## src/rtl/rail_seq_pkg.sv

```systemverilog
package rail_seq_pkg;

    typedef enum logic [3:0] {
        ST_ANALOG,
        ST_INIT,
        ST_WAIT_BP,
        ST_WAIT_SS,
        ST_WAIT_2V5,
        ST_WAIT_ALL,
        ST_STRETCH,
        ST_RUN,
        ST_IRQ,
        ST_SAVE,
        ST_OFF_1V8,
        ST_OFF_2V5,
        ST_HALT
    } seq_state_e;

    typedef struct packed {
        logic ss_en;
        logic en_2v5;
        logic en_1v8;
        logic cpu_reset;
        logic irq;
        logic pwr_good;
    } seq_out_t;

    localparam seq_out_t OUT_IDLE = '{ss_en: 1'b0, en_2v5: 1'b0, en_1v8: 1'b0,
                                      cpu_reset: 1'b1, irq: 1'b0, pwr_good: 1'b0};

    typedef struct packed {
        seq_state_e state;
        seq_out_t   outs;
    } seq_regs_t;

endpackage

```

## src/rtl/tick_prescaler.sv

```systemverilog
module tick_prescaler #(
    parameter int DIV = 1000
) (
    input  logic clk,
    input  logic rst_n,
    output logic tick
);
    localparam int CW = (DIV > 1) ? $clog2(DIV) : 1;
    localparam logic [CW-1:0] LAST = CW'(DIV - 1);

    logic [CW-1:0] cnt_d, cnt_q;

    always_comb begin
        tick  = (cnt_q == LAST);
        cnt_d = tick ? '0 : cnt_q + 1'b1;
    end

    always_ff @(posedge clk or negedge rst_n) begin
        if (!rst_n) cnt_q <= '0;
        else        cnt_q <= cnt_d;
    end

    generate
        if (DIV > 1) begin : g_tick_chk
            // ticks never come back to back when dividing
            assert_tick_spacing_R2: assert property (@(posedge clk) disable iff (!rst_n)
                tick |=> !tick);
        end
    endgenerate
endmodule

```

## src/rtl/step_timer.sv

```systemverilog
module step_timer #(
    parameter int W = 19
) (
    input  logic         clk,
    input  logic         rst_n,
    input  logic         tick,
    input  logic         load,
    input  logic [W-1:0] load_val,
    output logic         done
);
    logic [W-1:0] cnt_d, cnt_q;

    always_comb begin
        cnt_d = cnt_q;
        if (load)                    cnt_d = load_val;
        else if (tick && cnt_q != 0) cnt_d = cnt_q - 1'b1;
        done = (cnt_q == '0);
    end

    always_ff @(posedge clk or negedge rst_n) begin
        if (!rst_n) cnt_q <= '0;
        else        cnt_q <= cnt_d;
    end

    // an expired timer stays expired until reloaded (no wrap below zero)
    assert_timer_hold_R2: assert property (@(posedge clk) disable iff (!rst_n)
        (!load && cnt_q == '0) |=> (cnt_q == '0));
    // a tick without load never lets the count grow
    assert_timer_monotonic_R2: assert property (@(posedge clk) disable iff (!rst_n)
        !load |=> (cnt_q <= $past(cnt_q)));
endmodule

```

## src/rtl/rail_sequencer.sv

```systemverilog
module rail_sequencer
    import rail_seq_pkg::*;
#(
    parameter int CLK_DIV  = 1000,
    parameter int TMR_W    = 19,
    parameter int T1_TICKS = 255,
    parameter int T2_TICKS = 512
) (
    input  logic clk,
    input  logic rst_n,
    input  logic analog_ready,
    input  logic bp5_ok,
    input  logic bp3v3_ok,
    input  logic ss3v3_ok,
    input  logic rail2v5_ok,
    input  logic rail1v8_ok,
    input  logic rail2v5_on,
    input  logic rail1v8_on,
    output logic ss_en,
    output logic en_2v5,
    output logic en_1v8,
    output logic cpu_reset,
    output logic supply_irq,
    output logic pwr_good
);
    localparam logic [TMR_W-1:0] T1_VAL = TMR_W'(T1_TICKS);
    localparam logic [TMR_W-1:0] T2_VAL = TMR_W'(T2_TICKS);

    seq_regs_t regs_d, regs_q;
    logic tick, t1_load, t2_load, t1_done, t2_done, all_ok;

    tick_prescaler #(.DIV(CLK_DIV)) u_prescaler (
        .clk(clk), .rst_n(rst_n), .tick(tick)
    );

    step_timer #(.W(TMR_W)) u_stretch_timer (
        .clk(clk), .rst_n(rst_n), .tick(tick),
        .load(t1_load), .load_val(T1_VAL), .done(t1_done)
    );

    step_timer #(.W(TMR_W)) u_save_timer (
        .clk(clk), .rst_n(rst_n), .tick(tick),
        .load(t2_load), .load_val(T2_VAL), .done(t2_done)
    );

    always_comb begin
        regs_d  = regs_q;
        t1_load = 1'b0;
        t2_load = 1'b0;
        all_ok  = bp5_ok & bp3v3_ok & ss3v3_ok & rail2v5_ok & rail1v8_ok;
        unique case (regs_q.state)
            ST_ANALOG:
                if (analog_ready) regs_d.state = ST_INIT;
            ST_INIT: begin
                regs_d.outs  = OUT_IDLE;
                regs_d.state = ST_WAIT_BP;
            end
            ST_WAIT_BP:
                if (bp5_ok && bp3v3_ok) begin
                    regs_d.outs.ss_en = 1'b1;
                    regs_d.state      = ST_WAIT_SS;
                end
            ST_WAIT_SS:
                if (ss3v3_ok) begin
                    regs_d.outs.en_2v5 = 1'b1;
                    regs_d.state       = ST_WAIT_2V5;
                end
            ST_WAIT_2V5:
                if (rail2v5_ok) begin
                    regs_d.outs.en_1v8 = 1'b1;
                    regs_d.state       = ST_WAIT_ALL;
                end
            ST_WAIT_ALL:
                if (all_ok) begin
                    t1_load      = 1'b1;
                    regs_d.state = ST_STRETCH;
                end
            ST_STRETCH:
                if (t1_done) begin
                    regs_d.outs.cpu_reset = 1'b0;
                    regs_d.outs.pwr_good  = 1'b1;
                    regs_d.state          = ST_RUN;
                end
            ST_RUN:
                if (!all_ok) begin
                    regs_d.outs.irq      = 1'b1;
                    regs_d.outs.pwr_good = 1'b0;
                    regs_d.state         = ST_IRQ;
                end
            ST_IRQ: begin
                regs_d.outs.irq = 1'b0;
                t2_load         = 1'b1;
                regs_d.state    = ST_SAVE;
            end
            ST_SAVE:
                if (t2_done) begin
                    regs_d.outs.cpu_reset = 1'b1;
                    regs_d.outs.en_1v8    = 1'b0;
                    regs_d.state          = ST_OFF_1V8;
                end
            ST_OFF_1V8:
                if (!rail1v8_on) begin
                    regs_d.outs.en_2v5 = 1'b0;
                    regs_d.state       = ST_OFF_2V5;
                end
            ST_OFF_2V5:
                if (!rail2v5_on) begin
                    regs_d.outs.ss_en = 1'b0;
                    regs_d.state      = ST_HALT;
                end
            ST_HALT: ;
            default: begin
                regs_d.outs  = OUT_IDLE;
                regs_d.state = ST_HALT;
            end
        endcase
    end

    always_ff @(posedge clk or negedge rst_n) begin
        if (!rst_n) begin
            regs_q.state <= ST_ANALOG;
            regs_q.outs  <= OUT_IDLE;
        end else begin
            regs_q <= regs_d;
        end
    end

    assign ss_en      = regs_q.outs.ss_en;
    assign en_2v5     = regs_q.outs.en_2v5;
    assign en_1v8     = regs_q.outs.en_1v8;
    assign cpu_reset  = regs_q.outs.cpu_reset;
    assign supply_irq = regs_q.outs.irq;
    assign pwr_good   = regs_q.outs.pwr_good;

    assert_ss_after_bp_R3: assert property (@(posedge clk) disable iff (!rst_n)
        $rose(ss_en) |-> $past(bp5_ok && bp3v3_ok));
    assert_2v5_needs_ss_R4: assert property (@(posedge clk) disable iff (!rst_n)
        en_2v5 |-> ss_en);
    assert_1v8_needs_2v5_R5: assert property (@(posedge clk) disable iff (!rst_n)
        en_1v8 |-> en_2v5);
    assert_pg_rails_up_R6: assert property (@(posedge clk) disable iff (!rst_n)
        pwr_good |-> (en_1v8 && !cpu_reset && !supply_irq));
    assert_irq_single_R7: assert property (@(posedge clk) disable iff (!rst_n)
        supply_irq |=> !supply_irq);
    assert_halt_sticks_R10: assert property (@(posedge clk) disable iff (!rst_n)
        (regs_q.state == ST_HALT) |=> (regs_q.state == ST_HALT && !ss_en && cpu_reset));
endmodule

```

## config.mk

```make
export PLATFORM = sky130hd
export DESIGN_NAME = rail_sequencer
export DESIGN_NICKNAME = d
export VERILOG_FILES = /design/src/rtl/rail_seq_pkg.sv /design/src/rtl/tick_prescaler.sv /design/src/rtl/step_timer.sv /design/src/rtl/rail_sequencer.sv
export SDC_FILE = /design/constraint.sdc
export NUM_CORES = 1
export LEC_CHECK = 0
export ABC_AREA = 1
export CAP_MARGIN = 30
export CORE_AREA = 2 2 111 70
export DETAILED_ROUTE_END_ITERATION = 10
export DIE_AREA = 0 0 113 72
export GPL_ROUTABILITY_DRIVEN = 1
export GPL_TIMING_DRIVEN = 0
export PLACE_DENSITY = 0.85
export SLEW_MARGIN = 20
export SYNTH_ARGS = -nofsm -noshare
export SYNTH_HDL_FRONTEND = slang
export SYNTH_HIERARCHICAL = 1
export SYNTH_SLANG_ARGS = --single-unit
```

## constraint.sdc

```tcl
create_clock -name clk -period 2.75 [get_ports clk]
set_clock_uncertainty 0.2 [all_clocks]
set_input_delay 0.275 -clock clk [delete_from_list [all_inputs] [get_ports clk]]
set_output_delay 0.275 -clock clk [all_outputs]
set_load 0.1 [all_outputs]
```

==> results.md <==
- Commonest cells after routing, fill and taps aside: nand2_1, nor2_1, nand3_1
- Area share of the largest cell type after synthesis: 33.5%
- CP required: roughly 2.3 ns
- Antenna Cells: 0
- Crit path DAT: approximately 2 ns
- Fmax: about 400 MHz
- PortBufs: 15
- Final min period: 2.49 ns
- Die Width: about 110 µm
- P&R area growth vs syn: 17.0%
- Setup WS pre-CTS: between 0.3 and 0.4 ns
- Cell taking the most area after synthesis: dfrtp_1
- Placed inst area: roughly 0.0047 mm²
- Placed cell count: 766
- Final Power: about 3.9 mW
- Pleak: ~2.6 nW
- Setup violators final: 0
- WP depth: 1
- DRT antenna net count: 0
- Fin Hold WS: 0.188 ns
- FF-to-FF Start: u_save_timer/cnt_q[0]
- Clock-pin slew on the worst setup and hold paths: about 0.050 ns
- Final wirelength: roughly 10 mm
- Top cells by area, synth: dfrtp_1, nand2_1, nand3_1, nor2_1, nand3_2
- Routed len/inst: 13.1 µm
- Die H: between 70 and 80 µm
- Remaining global-route overflow: 0
- Buffers & Inverters on Critical Path: 1
- CP top delay family: buffers and inverters
- Clock Latency Late Sink: 0.33 ns
- Row cnt: 24
- Number of synthesized register bits: 58
- Crit-path max FO: 2
- Largest net degree at the start of global routing: 36
- Reg2Reg Depth: 13
- 1st-iter DRT viols: approximately 350
- CP Capture Point: cpu_reset
- Max cap viols: 0
- Slowest Stage Delay on Critical Path: about 1.2 ns
- Final cell count without fillers: approximately 780
- Hpwl dp: ~7.4 mm
- Critical path origin: cpu_reset
- Unrepaired setup endpoints after global routing: no
- Routing usage on met1: 36.3%
- Setup ws final: 0.264 ns
- Total GRT Usage: 26.6%
- 1st-pass router iterations: 8
- PD cells: about 790 mW/mm²
- Die area: 0.00814 mm²
- Final Hold Viols: 0
- Post-Syn Instances: between 600 and 700
- GRT busiest layer: met2
- Vias per inst: approximately 5.3
- Grt met3 use: 6.52%
- Initial Util: 60.0%
- Hold Path Class: input port to asynchronous set/reset pin
- Most common cell after layout, fill and taps aside: nand2_1
- Tightest Pin Transition: ~1.0 ns
- Fin crit share: roughly nine tenths
- Root Driver: clkbuf_16
- Post-layout util: 70.2%
- Critical Path Sink Type: output pin
- CTS tree: done
- # Post-CTS Setup Buffers: 0
- FF-to-FF End: regs_q[8]
- H-tree levels: 3
- Setup TNS: 0 ns
- Ports: 16
- Grt met2 use: a little over two fifths
- Core box area: about 0.007 mm²
- Vias in the first global route: a little under 4000
- Vias: 4184
- Status: complete, but fails checks
- Crit path max-delay cell type: clkdlybuf4s50_1
- Slew Viols, Final: 0
- Number of different library cells in the post-synthesis netlist: 28
- Failing checks: DRC
- Number of CTS-inserted buffers: 9
- DRC viols: 1
- Mapped cell area: 0.00425 mm²
- Avg Inst Size Synth: a little under 7 µm²
- First-pass GRT wire length: about 17 mm
- Final #Nets: 700
- Worst reg2reg setup slack: 0.27 ns
- Final Cell Area: ~0.0050 mm²
- Clk sinks: 58
- Peak VDD IR: ~450 µV
- Sequential element share of the synthesized area: 34.1%
- Buffers from clock root to sink, at most: 2
- Crit path kind: register to output pin
- Antenna violations before repair: 0
- Worst setup SP type: register
- Routability Congestion: 0.985
- Yosys warning count: 6
- Critical-path cell list: clkdlybuf4s50_1
- Relative slew margins: about a third
- Share of layout cells above drive strength 1: between 10 and 15%
[cell usage after synthesis]
master	instances
a21oi_1	5
buf_4	1
buf_6	4
clkbuf_1	8
conb_1	2
dfrtp_1	57
dfstp_2	1
ha_1	3
inv_1	54
inv_2	6
nand2_1	186
nand2_2	31
nand2_4	2
nand3_1	70
nand3_2	24
nand3b_1	2
nand4_1	10
nor2_1	91
nor2_2	8
nor2_4	7
nor3_1	5
nor3b_1	2
o211ai_1	1
o21ai_0	8
o21ai_1	6
o21bai_1	1
xnor2_1	4
xor2_1	24
[registers in the layout, summed over array words and instances, names as in the netlist]
signal,count
u_save_timer/cnt_q,19
u_stretch_timer/cnt_q,19
u_prescaler/cnt_q,10
regs_q,4
cpu_reset,1
en_1v8,1
en_2v5,1
pwr_good,1
ss_en,1
supply_irq,1
[cells by family after synthesis]
logic type | synth area share (%)
AOI/OAI and AO/OA | 2.59
xor gates and xnor gates | 5.76
adders and majority gates | 0.882
and+or+nand+nor | 49.2
buffers and inverters | 7.24
DFF | 34.1
other | 0.177
[how the worst min path moves through the flow]
| stage | slack [ns] | to | from | cells past startpoint |
|---|---|---|---|---|
| 2_1_floorplan | -0.22 | en_1v8 | rst_n | 0 |
| 5_1_grt | 0.22 | u_save_timer/cnt_q[12] | rst_n | 2 |
| 6_report | 0.19 | u_save_timer/cnt_q[5] | rst_n | 2 |
| 4_1_cts | 0.19 | u_stretch_timer/cnt_q[6] | rst_n | 2 |
| 3_5_place_dp | -0.005 | u_save_timer/cnt_q[5] | rst_n | 1 |
| 3_3_place_gp | 0.26 | en_1v8 | en_1v8 | 2 |
[what timing repair did]
item	4_1_cts	5_1_grt
resized for setup	0	0
hold buffers	1	0
endpoints found under the hold margin	57	0
[routing by layer]
metal | part of all wire, % | vias up
li1 | - | 2052
met1 | 44 | 1899
met2 | 45 | 215
met3 | 9.4 | 18
met4 | 0.93 | 0
met5 | 0 | -
[where the power goes]
group	switching, mW	internal (mW)	total [mW]
combinational	1.02	0.537	1.56
clock	0.413	0.697	1.11
sequential	0.213	1.03	1.25
total	1.65	2.27	3.92
[final cells by class]
class                      instances  area [µm²]
multi-input combinational        528        2630
fill                             552        2110
sequential                        58        1450
clock buffer                       9         225
inverter                          60         225
timing repair buffer              17         178
tap                               91         114
buffer                            13        82.6
clock inverter                     7        70.1
Power figures use the tool's default switching activity.
